**src/rtl/lcd_seq_pkg.sv**
```systemverilog
package lcd_seq_pkg;

    typedef enum logic [1:0] {
        MUX_8  = 2'd0,
        MUX_16 = 2'd1,
        MUX_24 = 2'd2,
        MUX_32 = 2'd3
    } mux_code_t;

    // Rows in one frame for a multiplex code; step is a quarter of the store.
    function automatic int unsigned frame_rows(mux_code_t m, int unsigned step);
        return (int'(m) + 1) * step;
    endfunction

    // Bank request restricted to the banks that fit in the store.
    function automatic logic [1:0] bank_keep(mux_code_t m, logic [1:0] b);
        case (m)
            MUX_8:   return b;
            MUX_16:  return {1'b0, b[0]};
            default: return 2'b00;
        endcase
    endfunction

    typedef struct packed {
        logic        boundary;
        logic [4:0]  row;
    } scan_state_t;

endpackage

```
**src/rtl/lcd_row_scan.sv**
```systemverilog
module lcd_row_scan
    import lcd_seq_pkg::*;
#(
    parameter int ROWS = 32,
    localparam int RW = $clog2(ROWS),
    localparam int STEP = ROWS / 4
) (
    input  logic          clk,
    input  logic          rst,
    input  logic          step_en,
    input  logic          sync_in,
    input  mux_code_t     mux_code,
    output logic [RW-1:0] row_q,
    output logic          frame_end
);

    logic [RW:0] last_row;
    logic        at_last;

    always_comb begin
        last_row  = (RW+1)'(frame_rows(mux_code, STEP) - 1);
        at_last   = ({1'b0, row_q} >= last_row);
        frame_end = sync_in | (step_en & at_last);
    end

    always_ff @(posedge clk) begin
        if (rst) begin
            row_q <= '0;
        end else if (sync_in) begin
            row_q <= '0;
        end else if (step_en) begin
            row_q <= at_last ? '0 : row_q + 1'b1;
        end
    end

endmodule

```
**src/rtl/lcd_bank_latch.sv**
```systemverilog
module lcd_bank_latch
    import lcd_seq_pkg::*;
#(
    parameter int ROWS = 32,
    localparam int RW = $clog2(ROWS),
    localparam int STEP = ROWS / 4
) (
    input  logic          clk,
    input  logic          rst,
    input  logic          frame_end,
    input  logic [1:0]    bank_req,
    input  mux_code_t     mux_code,
    output logic [1:0]    bank_q,
    output logic [RW-1:0] base_row
);

    logic [1:0] bank_eff;

    always_ff @(posedge clk) begin
        if (rst) begin
            bank_q <= '0;
        end else if (frame_end) begin
            bank_q <= bank_req;
        end
    end

    always_comb begin
        bank_eff = bank_keep(mux_code, bank_q);
        base_row = RW'(int'(bank_eff) * int'(frame_rows(mux_code, STEP)));
    end

endmodule

```
**src/rtl/lcd_col_latch.sv**
```systemverilog
module lcd_col_latch #(
    parameter int COLS = 40,
    parameter int RW = 5
) (
    input  logic            clk,
    input  logic            rst,
    input  logic            show,
    input  logic [COLS-1:0] word_in,
    input  logic [RW-1:0]   row_in,
    output logic [COLS-1:0] col_out,
    output logic [RW-1:0]   row_out
);

    always_ff @(posedge clk) begin
        if (rst) begin
            col_out <= '0;
            row_out <= '0;
        end else begin
            col_out <= show ? word_in : '0;
            row_out <= row_in;
        end
    end

endmodule

```
**src/rtl/lcd_col_seq.sv**
```systemverilog
module lcd_col_seq
    import lcd_seq_pkg::*;
#(
    parameter int ROWS = 32,
    parameter int COLS = 40,
    localparam int RW = $clog2(ROWS)
) (
    input  logic            clk,
    input  logic            rst,
    input  logic            step_en,
    input  logic            sync_in,
    input  logic [1:0]      mux_sel,
    input  logic [1:0]      bank_sel,
    input  logic            disp_en,
    output logic [RW-1:0]   mem_addr,
    input  logic [COLS-1:0] mem_data,
    output logic [COLS-1:0] col_out,
    output logic [RW-1:0]   row_out
);

    mux_code_t     mux_code;
    logic [RW-1:0] scan_row;
    logic          frame_end;
    logic [1:0]    bank_hold;
    logic [RW-1:0] base_row;

    assign mux_code = mux_code_t'(mux_sel);
    assign mem_addr = base_row + scan_row;

    lcd_row_scan #(.ROWS(ROWS)) u_scan (
        .clk       (clk),
        .rst       (rst),
        .step_en   (step_en),
        .sync_in   (sync_in),
        .mux_code  (mux_code),
        .row_q     (scan_row),
        .frame_end (frame_end)
    );

    lcd_bank_latch #(.ROWS(ROWS)) u_bank (
        .clk       (clk),
        .rst       (rst),
        .frame_end (frame_end),
        .bank_req  (bank_sel),
        .mux_code  (mux_code),
        .bank_q    (bank_hold),
        .base_row  (base_row)
    );

    lcd_col_latch #(.COLS(COLS), .RW(RW)) u_cols (
        .clk     (clk),
        .rst     (rst),
        .show    (disp_en),
        .word_in (mem_data),
        .row_in  (scan_row),
        .col_out (col_out),
        .row_out (row_out)
    );

endmodule

```
**config.mk**
```make
export PLATFORM = sky130hd
export DESIGN_NAME = lcd_col_seq
export DESIGN_NICKNAME = d
export VERILOG_FILES = /design/src/rtl/lcd_seq_pkg.sv /design/src/rtl/lcd_row_scan.sv /design/src/rtl/lcd_bank_latch.sv /design/src/rtl/lcd_col_latch.sv /design/src/rtl/lcd_col_seq.sv
export SDC_FILE = /design/constraint.sdc
export NUM_CORES = 1
export LEC_CHECK = 0
export BUFFER_PORTS_ARGS = -buffer_cell sky130_fd_sc_hd__buf_2
export CAP_MARGIN = 20
export CORE_UTILIZATION = 46
export DETAILED_ROUTE_END_ITERATION = 7
export PLACE_DENSITY = 0.83
export SLEW_MARGIN = 20
export SYNTH_ARGS = -nofsm -noshare
export SYNTH_HDL_FRONTEND = slang
export SYNTH_SLANG_ARGS = --single-unit
```
**constraint.sdc**
```tcl
create_clock -name clk -period 3.9 [get_ports clk]
set_input_delay 0.39 -clock clk [delete_from_list [all_inputs] [get_ports clk]]
set_output_delay 0.39 -clock clk [all_outputs]
set_load 0.01 [all_outputs]
```
==> impl_metrics.csv <==
group,metric,value,unit
logic_synthesis,synth-edff-count,0,
sta,max-slew-margin-rel,59.2,%
route,wl_per_cell,11.5,um
flow_run,max_cap_viol_count,0,
sta,finClkSkew,0.00241,ns
floorplan,die_w,63.1,um
worst_setup_path,worstPathCellList,"buf_2 > inv_1 > ha_1 > o21ai_0 > nor2_1 > ha_1 > xnor2_1 > xnor2_1 > xnor2_1 > buf_2",
logic_synthesis,yosys_warnings,0,
floorplan,rows,21,
logic_synthesis,synth_seq_cells,52,
worst_setup_path,critical_path_required,3.51,ns
hold_path,min_from,"mem_data[38]",
worst_setup_path,worstPathArrival,1.84,ns
route,route.detailed.drc,0,
layout,final_nets,304,
logic_synthesis,netlist.area_leader.share,60.6,%
power,powerDensity,420,nW/um2
worst_setup_path,path_class,"primary input to primary output",
sta,max_freq,448,MHz
clock_network,htreeDepth,2,
layout,synthToLayoutAreaGrowth,35.4,%
clock_network,post_cts_buffers,0,
placement,place_area,2220,um2
grt,antenna_found_initial,0,
logic_synthesis,syn-num-nets,208,
placement,port_buffers,98,
route,num_vias,1290,
hold_path,min_path_type,"primary input to flop",
clock_network,clkTransAtPathRegs,0.09,ns
worst_setup_path,endpoint_kind,"primary output",
worst_setup_path,cp-startpoint,"mux_sel[0]",
clock_network,cts_resized,0,
grt,grt_pass1_vias,1167,
layout,insertedDiodeCount,0,
sta,fin_crit,2.23,ns
sta,hold_violations,0,
placement,gp_congestion,0.822,
logic_synthesis,synthTopCellsByCount,"52 x dfxtp_1, 40 x and2_1, 8 x ha_1",
logic_synthesis,synthFlopType,"dfxtp_1",
logic_synthesis,async_reset_ff_share,0,%
worst_setup_path,critPathMaxStageDelay,0.22,ns
grt,grt_max_degree,41,
placement,dp_hpwl,2550,um
sta,finalMaxSlewViolations,0,
layout,post-route-util,67.5,%
floorplan,start_util,49.9,%
route,dr.pass1.iters,4,
floorplan,die-area,3980,um2
worst_setup_path,r2r-start,"u_scan.row_q[4]$_SDFFE_PP0P_",
logic_synthesis,netlist_top_cells_area,"dfxtp_1 61%, and2_1 15%, ha_1 5.8%",
clock_network,root_buffer,"clkbuf_8",
power,internal-power,0.779,mW
power,combPwrFrac,8.8,%
power,p_seq_share,56.8,%
worst_setup_path,cpMostUsedCell,"xnor2_1",
grt,gr-total-overflow,0,
power,power_leakage,1.22,nW
logic_synthesis,netlist_area,1720,um2
layout,final_area,2320,um2
clock_network,clock_latency,0.29,ns
worst_setup_path,path_max_fanout,6,
logic_synthesis,yosysUniqueCellTypes,22,
logic_synthesis,seq_area_frac_synth,60.6,%
worst_setup_path,critPathSlowestCell,"ha_1",
route,drtAntennaViolNets,0,
power,p_sw_share,20.1,%
floorplan,core,3440,um2
power,power,0.976,mW
sta,setup-tns-final,0,ns
grt,grt_pass1_wl,5200,um
logic_synthesis,syn_inst,151,
clock_network,cts_tree,"built",
logic_synthesis,syn_area_per_cell,11.4,um2
clock_network,cts_sinks,52,
sta,max_slew.worst_pin.slew,0.611,ns
logic_synthesis,yosys.area.top_type,"dfxtp_1",
power,pwr-share-clk,34.3,%
route,wl,3350,um
logic_synthesis,yosysMostFrequentCell,"dfxtp_1",
run_status,status,"completed",
sta,rsz0062_at_grt,"no",
layout,final_layout_size_suffix_gt1_share,43.9,%
floorplan,io_pins,99,
power,switchingPower,0.197,mW
grt,track_usage,17.2,%
clock_network,ctsHoldBuffers,0,
sta,post-route-period-util,57.2,%
route,drt_iter0_markers,31,
floorplan,die_h,63.1,um
power,ir_worst_vdd,0.289,mV
clock_network,cts_made_buffers,5,
clock_network,cts_buffer_depth,2,
route,viasPerCell,4.42,
sta,final-setup-viol-count,0,
worst_setup_path,start_kind,"primary input",
[metal layers]
layer	share of wire, %	up-vias	track usage, %
li1	-	656	-
met1	39	572	18.0
met2	54	59	31.3
met3	7.5	3	5.43
met4	0.48	0	6.98
met5	0	-	0
[critical path, delay by kind of cell]
kind | cells | cell delay, ns
adders and majority gates | 2 | 0.41
buffers and inverters | 3 | 0.38
xor gates and xnor gates | 3 | 0.45
and+or+nand+nor | 1 | 0.06
AOI/OAI and AO/OA | 1 | 0.16
[sequential cells by signal (all words and copies together), names as in the netlist]
name,cells
u_cols.col_out,40
u_cols.row_out,5
u_scan.row_q,5
u_bank.bank_q,2
[power groups by stage]
| stage | Clock [mW] | Combinational, mW | Sequential [mW] |
|---|---|---|---|
| final | 0.335 | 0.0862 | 0.555 |
| after detailed placement | 0 | 0.0865 | 0.567 |
| after CTS | 0.341 | 0.0871 | 0.555 |
| after floorplan | 0 | 0.0328 | 0.577 |
| after global placement | 0 | 0.0845 | 0.567 |
| after global routing | 0.366 | 0.0960 | 0.557 |
[layout by cell type (no fill, tap or decap), drive strengths merged, types with 3 or more instances in the layout]
cell type  netlist  final
and2            40     40
buf              4     98
clkbuf           5      5
dfxtp           52     52
ha               8      8
inv              3      3
mux2i            3      3
nand2b           4      4
nand4            3      3
nor2             7      7
nor2b            6      6
xnor2            5      5
xor2             4      4
[final cells by class]
| class | instances | area, um2 |
|---|---|---|
| Clock buffer | 5 | 68.8 |
| Inverter | 3 | 11.3 |
| Sequential cell | 52 | 1040 |
| Clock inverter | 1 | 30.0 |
| Timing Repair Buffer | 98 | 490 |
| Multi-Input combinational cell | 87 | 626 |
| Tap cell | 46 | 57.6 |
| Fill cell | 277 | 1120 |
[kinds of logic after synthesis]
logic type | after synthesis | synth area share, %
mux | 3 | 1.75
compound gates | 4 | 1.75
fa+ha+maj | 8 | 5.83
simple gates | 63 | 22.1
xor+xnor | 9 | 4.59
buf+inv | 12 | 3.35
flops | 52 | 60.6
[stage by stage]
step	setup slack (ns)	hold WS [ns]	std cells
global placement	1.70	0.469	286
CTS	1.65	0.285	292
detailed placement	1.66	0.469	286
global route	1.49	0.283	292
finish	1.67	0.289	292
floorplan	1.98	0.448	151
[path summary, 6_finish.rpt]
check / to / slack, ns / depth (start not counted)
hold / removal: u_cols.col_out[38]$_SDFF_PP0_ / 0.29 / 2
setup / recovery: mem_addr[4] / 1.67 / 10
setup reg to reg: u_scan.row_q[3]$_SDFFE_PP0P_ / 2.41 / 5
hold reg to reg: u_bank.bank_q[1]$_SDFFE_PP0P_ / 0.48 / 2
Note: power is estimated with default switching activity, not from simulation.
